### src/rtl/exc_pkg.sv
package exc_pkg;

    // Cause encodings; the vector offset depends on these values.
    typedef enum logic [2:0] {
        CAUSE_RESET = 3'd0,
        CAUSE_BRKPT = 3'd1,
        CAUSE_IBUS  = 3'd2,
        CAUSE_WATCH = 3'd3,
        CAUSE_DBUS  = 3'd4,
        CAUSE_DIV0  = 3'd5,
        CAUSE_IRQ   = 3'd6,
        CAUSE_SCALL = 3'd7
    } exc_cause_e;

    typedef enum logic [1:0] {
        CLS_NONE   = 2'd0,
        CLS_NORMAL = 2'd1,
        CLS_DEBUG  = 2'd2
    } exc_class_e;

    typedef enum logic [1:0] {
        ST_IDLE   = 2'd0,
        ST_NORMAL = 2'd1,
        ST_DEBUG  = 2'd2,
        ST_FAULT  = 2'd3
    } exc_state_e;

    localparam int CAUSE_W = 3;
    localparam int IE_W    = 3;
    localparam int IE_GLB  = 0;
    localparam int IE_SEXC = 1;
    localparam int IE_SDBG = 2;

endpackage

### src/rtl/exc_classify.sv
module exc_classify
    import exc_pkg::*;
(
    input  logic [CAUSE_W-1:0] cause_i,
    output exc_class_e         cls_o
);

    always_comb begin
        unique case (exc_cause_e'(cause_i))
            CAUSE_BRKPT,
            CAUSE_WATCH: cls_o = CLS_DEBUG;
            CAUSE_IBUS,
            CAUSE_DBUS,
            CAUSE_DIV0,
            CAUSE_IRQ,
            CAUSE_SCALL: cls_o = CLS_NORMAL;
            default:     cls_o = CLS_NONE;
        endcase
    end

endmodule

### src/rtl/exc_vector_calc.sv
module exc_vector_calc #(
    parameter int ADDR_W    = 32,
    parameter int CAUSE_W   = 3,
    parameter int VEC_SHIFT = 5
) (
    input  logic [CAUSE_W-1:0] cause_i,
    input  logic               remap_i,
    input  logic [ADDR_W-1:0]  nbase_i,
    input  logic [ADDR_W-1:0]  dbase_i,
    output logic [ADDR_W-1:0]  vec_o
);

    localparam int PAD_W = ADDR_W - CAUSE_W - VEC_SHIFT;

    logic [ADDR_W-1:0] base_sel;
    logic [ADDR_W-1:0] offset;

    generate
        if (VEC_SHIFT > 0) begin : g_shifted
            assign offset = {{PAD_W{1'b0}}, cause_i, {VEC_SHIFT{1'b0}}};
        end else begin : g_flat
            assign offset = {{PAD_W{1'b0}}, cause_i};
        end
    endgenerate

    assign base_sel = remap_i ? dbase_i : nbase_i;
    assign vec_o    = base_sel + offset;

endmodule

### src/rtl/exc_ie_update.sv
module exc_ie_update
    import exc_pkg::*;
(
    input  logic [IE_W-1:0] ie_i,
    input  exc_class_e      cls_i,
    output logic [IE_W-1:0] ie_o
);

    always_comb begin
        ie_o = ie_i;
        unique case (cls_i)
            CLS_NORMAL: begin
                ie_o[IE_SEXC] = ie_i[IE_SEXC] | ie_i[IE_GLB];
                ie_o[IE_GLB]  = 1'b0;
            end
            CLS_DEBUG: begin
                ie_o[IE_SDBG] = ie_i[IE_SDBG] | ie_i[IE_GLB];
                ie_o[IE_GLB]  = 1'b0;
            end
            default: ie_o = ie_i;
        endcase
    end

endmodule

### src/rtl/exc_entry_ctrl.sv
module exc_entry_ctrl
    import exc_pkg::*;
#(
    parameter int ADDR_W    = 32,
    parameter int VEC_SHIFT = 5
) (
    input  logic              clk,
    input  logic              rst,
    input  logic              req_i,
    input  logic [2:0]        cause_i,
    input  logic [ADDR_W-1:0] pc_i,
    input  logic [2:0]        ie_i,
    input  logic              remap_i,
    input  logic [ADDR_W-1:0] nbase_i,
    input  logic [ADDR_W-1:0] dbase_i,
    output logic [ADDR_W-1:0] pc_o,
    output logic [2:0]        ie_o,
    output logic [ADDR_W-1:0] ea_o,
    output logic [ADDR_W-1:0] ba_o,
    output logic              err_o
);

    exc_class_e        cls;
    exc_state_e        state_q, state_d;
    logic [ADDR_W-1:0] vec;
    logic [IE_W-1:0]   ie_next;

    exc_classify u_classify (
        .cause_i (cause_i),
        .cls_o   (cls)
    );

    exc_vector_calc #(
        .ADDR_W    (ADDR_W),
        .CAUSE_W   (CAUSE_W),
        .VEC_SHIFT (VEC_SHIFT)
    ) u_vector (
        .cause_i (cause_i),
        .remap_i (remap_i),
        .nbase_i (nbase_i),
        .dbase_i (dbase_i),
        .vec_o   (vec)
    );

    exc_ie_update u_ie (
        .ie_i  (ie_i),
        .cls_i (cls),
        .ie_o  (ie_next)
    );

    // Next-state selection
    always_comb begin
        state_d = ST_IDLE;
        if (req_i) begin
            unique case (cls)
                CLS_NORMAL: state_d = ST_NORMAL;
                CLS_DEBUG:  state_d = ST_DEBUG;
                default:    state_d = ST_FAULT;
            endcase
        end
    end

    // State register
    always_ff @(posedge clk) begin
        if (rst) state_q <= ST_IDLE;
        else     state_q <= state_d;
    end

    // Architectural outputs, written on the transition into a taken state
    always_ff @(posedge clk) begin
        if (rst) begin
            pc_o <= '0;
            ie_o <= '0;
            ea_o <= '0;
            ba_o <= '0;
        end else begin
            unique case (state_d)
                ST_NORMAL: begin
                    pc_o <= vec;
                    ie_o <= ie_next;
                    ea_o <= pc_i;
                end
                ST_DEBUG: begin
                    pc_o <= vec;
                    ie_o <= ie_next;
                    ba_o <= pc_i;
                end
                default: ;
            endcase
        end
    end

    assign err_o = (state_q == ST_FAULT);


    glb_clear_chk: assert property (@(posedge clk) disable iff (rst)
        (req_i && cls != CLS_NONE) |=> !ie_o[IE_GLB]);


    bad_cause_chk: assert property (@(posedge clk) disable iff (rst)
        (req_i && cls == CLS_NONE) |=> (err_o && $stable(pc_o) && $stable(ea_o) && $stable(ba_o) && $stable(ie_o)));


    idle_hold_chk: assert property (@(posedge clk) disable iff (rst)
        !req_i |=> (!err_o && $stable(pc_o) && $stable(ie_o) && $stable(ea_o) && $stable(ba_o)));


    ea_save_chk: assert property (@(posedge clk) disable iff (rst)
        (req_i && cls == CLS_NORMAL) |=> (ea_o == $past(pc_i) && $stable(ba_o)));


    ba_save_chk: assert property (@(posedge clk) disable iff (rst)
        (req_i && cls == CLS_DEBUG) |=> (ba_o == $past(pc_i) && $stable(ea_o)));


    sexc_set_chk: assert property (@(posedge clk) disable iff (rst)
        (req_i && cls == CLS_NORMAL && ie_i[IE_GLB]) |=> ie_o[IE_SEXC]);


    sdbg_set_chk: assert property (@(posedge clk) disable iff (rst)
        (req_i && cls == CLS_DEBUG && ie_i[IE_GLB]) |=> ie_o[IE_SDBG]);


    reset_clear_chk: assert property (@(posedge clk)
        rst |=> (pc_o == '0 && ie_o == '0 && ea_o == '0 && ba_o == '0 && !err_o));

endmodule

### config.mk
export PLATFORM = sky130hd
export DESIGN_NAME = exc_entry_ctrl
export DESIGN_NICKNAME = d
export VERILOG_FILES = /design/src/rtl/exc_pkg.sv /design/src/rtl/exc_classify.sv /design/src/rtl/exc_vector_calc.sv /design/src/rtl/exc_ie_update.sv /design/src/rtl/exc_entry_ctrl.sv
export SDC_FILE = /design/constraint.sdc
export NUM_CORES = 1
export LEC_CHECK = 0
export ABC_AREA = 0
export BUFFER_PORTS_ARGS = -buffer_cell sky130_fd_sc_hd__buf_2
export CORE_UTILIZATION = 43
export DETAILED_ROUTE_END_ITERATION = 8
export HOLD_SLACK_MARGIN = 0.1
export PLACE_DENSITY = 0.75
export SYNTH_ARGS = -nofsm -noshare
export SYNTH_HDL_FRONTEND = slang
export SYNTH_SLANG_ARGS = --single-unit
### constraint.sdc
create_clock -name clk -period 3.5 [get_ports clk]
set_input_delay 0.7 -clock clk [delete_from_list [all_inputs] [get_ports clk]]
set_output_delay 0.7 -clock clk [all_outputs]
set_load 0.05 [all_outputs]
# After elaboration in Yosys (flattened, before gate mapping)
# Index checks and enable logic that the tools add are counted.
# op_classes
addsub,1
mul,0
n_div,0
n_lt_le_gt_ge,0
n_eq_ne,12
shift,0
n_mux,7
bitwise_logic,2
n_reduce_logical,4
# op_table
op,count
$add 32x8->32,1
$mux 32,1
$eq 3x3->1 const B,4
$pmux 2 s2,2
$eq 2x2->1 const B,3
$eq 3x2->1 const B,2
$reduce_or 2->1,3
$reduce_or 5->1,1
$eq 2x1->1 const B,2
$eq 3x1->1 const B,1
$mux 1,3
$mux 2,1
$or 1x1->1,2
# totals
ff_bits,101
latch_bits,0
ramBits,0
romBits,0
in_bits,106
out_inout_bits,100
wordCells,31
mem_count,0

# Logic depth before layout (Yosys ltp)
# logic_depth
word_depth,8
ltp_mapped,13
depth_no_buf,9

# Hierarchy
# A second synthesis with hierarchy kept.
# hier_totals
hier_cells,496
hier_area_um2,4952.2
# by_module_without_submodules
module,instances,cells_per_inst,area_each_um2,seq_area_each_um2
exc_entry_ctrl,1,334,3702.3,2021.9
exc_vector_calc,1,152,1181.1,0.0
exc_ie_update,1,7,53.8,0.0
exc_classify,1,3,15.0,0.0

# Worst setup path before layout
# Ideal clock, no wire load.
# synth_path
path_kind,input-to-reg
from,input port remap_i
to,register pc_o[31]
arrival_time_ns,3.505
required_ns,3.420
setup_slack_ns,-0.085
stages,13
cell_sequence,buf_4 -> buf_4 -> buf_2 -> buf_2 -> mux2_2 -> ha_1 -> inv_1 -> fa_1 -> nand2b_1 -> a21oi_2 -> nand4_4 -> or4_4 -> o2111ai_2
# synth_via
elab_chain_cells,2
# synth_rtl
element,line_no,rtl
"start, declared",exc_entry_ctrl.sv:13,"input logic remap_i,"
$mux 32,exc_vector_calc.sv:26,assign base_sel = remap_i ? dbase_i : nbase_i;
$add 32x8->32,exc_vector_calc.sv:27,assign vec_o = base_sel + offset;
"end signal, assigned",exc_entry_ctrl.sv:79,pc_o <= vec;
"end signal, assigned",exc_entry_ctrl.sv:84,pc_o <= vec;
"end, declared",exc_entry_ctrl.sv:16,"output logic [ADDR_W-1:0] pc_o,"
# No other way between the ends.
# A chain may end at the register's enable or synchronous reset.

# Final worst setup path
# Ends and elaborated chain as after synthesis.

==> metrics.md <==
| Metric | Value |
|---|---|
| Outcome | finished, final reports clean |
| Synthesis warning total | 0 |
| Largest net degree at the start of global routing | between 100 and 150 |
| Worst hold endpoint | ie_o[2] |
| IO Pins | 206 |
| Worst EP arrival | 3.09 ns |
| Worst slew pin tran | 1.03 ns |
| Hold Path Cell Cnt | 2 |
| R2R Path End | pc_o[24] |
| Share of layout cells above drive strength 1 | 0.356 |
| Total grt overflow | 0 |
| Die width | 108 um |
| Final slew viol count | 0 |
| PwrDens | 451 nW/um^2 |
| Share of flip-flops with an asynchronous set or reset | 0 |
| WP data required | 3.78 ns |
| Final setup fails | 0 |
| Final Cycle Share | 0.803 |
| Mapped Nets | roughly 640 |
| Antenna Cells | 0 |
| Placed instance area | 5950 um^2 |
| Clk slew on worst S/H paths | 0.10 ns |
| Layout Utilization | 0.563 |
| Critical path startpoint category | input port |
| DR pass1 iterations | 4 |
| Hold Path Class | flop to flop |
| MaxCap Viol Count | 0 |
| Worst-path maximum fanout | 9 |
| Number of global-route vias before repair | 4131 |
| Fmax | 356 MHz |
| Total Die Area | 11600 um^2 |
| Row count | 38 |
| Sum Neg Setup Slack | 0 ns |
| Synth area leader | dfxtp_1 |
| Vias per inst | slightly above 5 |
| Setup bufs post-CTS | 0 |
| R2r startpoint | pc_o[24] |
| R2r setup slk | 2.45 ns |
| Overall routed net length | between 10 and 15 mm |
| Hold buffer count at cts | 0 |
| Clk root buf | clkbuf_8 |
| Routed Antenna Nets | 0 |
| Post-Syn Instances | 532 |
| Top_reg_cell synth | dfxtp_1 |
| DRC violations left | 0 |
| Clock buffer depth | 2 |
| Syn_area_per_cell | 9.06 um^2 |
| Core area | between 10000 and 15000 um^2 |
| Final count of hold timing violations | 0 |
| Number of buffers created by CTS | 9 |
| Unrepaired setup endpoints after global routing | no |
| Wire per inst | 14.2 um |
| Final Instance Area | 6130 um^2 |
| TritonCTS clock tree | built |
| CTS sink cnt | 101 |
| Worst Clk Skew | 0 ns |
| I/O Buffers | 205 |
| Die Ht | ~110 um |
| 1st-iter DRT viols | 258 |
| Finished Layout Cells | a little under 900 |
| Yosys reg bits | 101 |
| Total Routing Usage GR | 0.209 |
| Synthesis-to-finish area growth | 27.1% |
| Clk_lat worst skew | around 0.35 ns |
| Relative slew margins | 0.312 |
| Reg2Reg Depth | 4 |
| Setup Crit Path Kind | input port to flop |
| # H-tree levels | 3 |
| Net count reported at finish | 832 |
| Pleak | 2.90 nW |
| Top cells by area, synth | dfxtp_1 42%, mux2i_1 18%, nor2_1 7.7%, nand2_1 4.4%, mux2_2 2.8% |
| Dpl hpwl | 9.31 mm |
| Worst setup EP type | flop |
| Minimum clock period | 2.81 ns |
| Top cell type's share of synthesized area | 0.420 |
| Initial antenna violation count | 0 |
| Seq/Total Area, Yosys | 0.420 |
| Layout fillers | slightly above 1000 |
| Synthesized cell area | 4820 um^2 |
| Via count | 4456 |
| Commonest cells in the netlist | 101 x dfxtp_1, 99 x nor2_1, 85 x mux2i_1 |
| Hold_sp | ie_o[2] |
| Post_cts resized | 0 |
| Peak supply drop | 0.305 mV |
| First-pass GRT wire length | 19.3 mm |
| DP Cell Count | 849 |
| Post-synth EDFFs | 0 |
| Starting Density | 0.443 |
| Placer Congestion | 0.837 |
| Distinct cells, synth | 49 |
| Most common cell in the netlist | dfxtp_1 |
cell usage in the layout, fill, tap and decap left out, types with 2 or more instances in the layout:
| master | instances |
|---|---|
| ha_2 | 2 |
| buf_2 | 204 |
| nand2_1 | 56 |
| dfxtp_1 | 101 |
| clkinv_2 | 2 |
| o221ai_1 | 8 |
| a21oi_4 | 2 |
| nand4_1 | 7 |
| o211ai_1 | 3 |
| a22oi_4 | 2 |
| or3_1 | 5 |
| o21ai_0 | 6 |
| buf_4 | 6 |
| mux2i_1 | 85 |
| a21oi_1 | 20 |
| and3_1 | 2 |
| nand3b_1 | 6 |
| nor2_1 | 99 |
| nand2b_1 | 7 |
| nand3_1 | 23 |
| xnor2_1 | 2 |
| nand4b_1 | 3 |
| clkinv_4 | 2 |
| nor4_1 | 3 |
| a221oi_1 | 5 |
| mux2i_2 | 2 |
| inv_1 | 9 |
| nand4_2 | 2 |
| a211oi_1 | 2 |
| clkbuf_8 | 9 |
| ha_1 | 3 |
| or2_2 | 2 |
| inv_6 | 2 |
| a311o_1 | 2 |
| nor2b_1 | 2 |
| mux2_2 | 12 |
kinds of logic after synthesis:
kind of cell | Yosys count | share of synthesized area
AO/OA/AOI/OAI | 58 | 0.0942
buffers and inverters | 43 | 0.0376
flip-flops | 101 | 0.420
AND/OR/NAND/NOR | 222 | 0.216
XOR/XNOR | 3 | 0.00545
adder cells (fa/ha/maj) | 6 | 0.0171
multiplexers | 99 | 0.210
area by class of cell:
type	count	area [um^2]	area share
Multi-Input combinational cell	388	2630	0.429
Clock buffer	9	124	0.0202
Timing Repair Buffer	211	1090	0.177
Tap cell	140	175	0.0286
Inverter	9	33.8	0.00551
Sequential cell	101	2020	0.330
Clock inverter	7	56.3	0.00919
worst max path at each step:
stage,startpoint,to,depth (start not counted)
after CTS,remap_i,pc_o[31],10
after detailed placement,remap_i,pc_o[31],10
after global placement,remap_i,pc_o[31],10
after floorplan,remap_i,pc_o[31],13
final,remap_i,pc_o[31],10
after global routing,remap_i,pc_o[31],10
routing by layer:
| layer | part of all wire | track usage | wire length (um) |
|---|---|---|---|
| met5 | 0 | 0 | 0 |
| met4 | 0.017 | 0.0753 | 212 |
| met3 | 0.072 | 0.0448 | 889 |
| met2 | 0.46 | 0.352 | 5640 |
| met1 | 0.45 | 0.262 | 5580 |
sequential cells by signal, summed over array words and instances, names as in the netlist:
name	cells
state_q	2
pc_o	32
ea_o	32
ie_o	3
ba_o	32
power by group:
| part | total, mW | leakage (nW) | switching (mW) | internal (mW) |
|---|---|---|---|---|
| sequential | 1.28 | 0.828 | 0.0450 | 1.23 |
| combinational | 0.800 | 1.98 | 0.556 | 0.243 |
| clock | 0.687 | 0.0959 | 0.417 | 0.269 |
| total | 2.76 | 2.90 | 1.02 | 1.74 |
per-stage QoR:
stage	power [mW]	hold WS (ns)	setup WS, ns
after floorplan	1.88	0.686	0.0124
after global placement	2.08	0.447	0.410
after detailed placement	2.10	0.453	0.340
after CTS	2.79	0.469	0.725
after global routing	2.91	0.495	0.602
final	2.76	0.470	0.690
worst max-delay path: stages:
cell,delay (ns)
buf_2,0.13
mux2_2,0.22
ha_1,0.15
inv_1,0.06
fa_1,0.38
nand2b_1,0.27
a21oi_4,0.32
nand4_4,0.20
or4_4,0.56
o2111ai_2,0.09
Power figures use the tool's default switching activity.
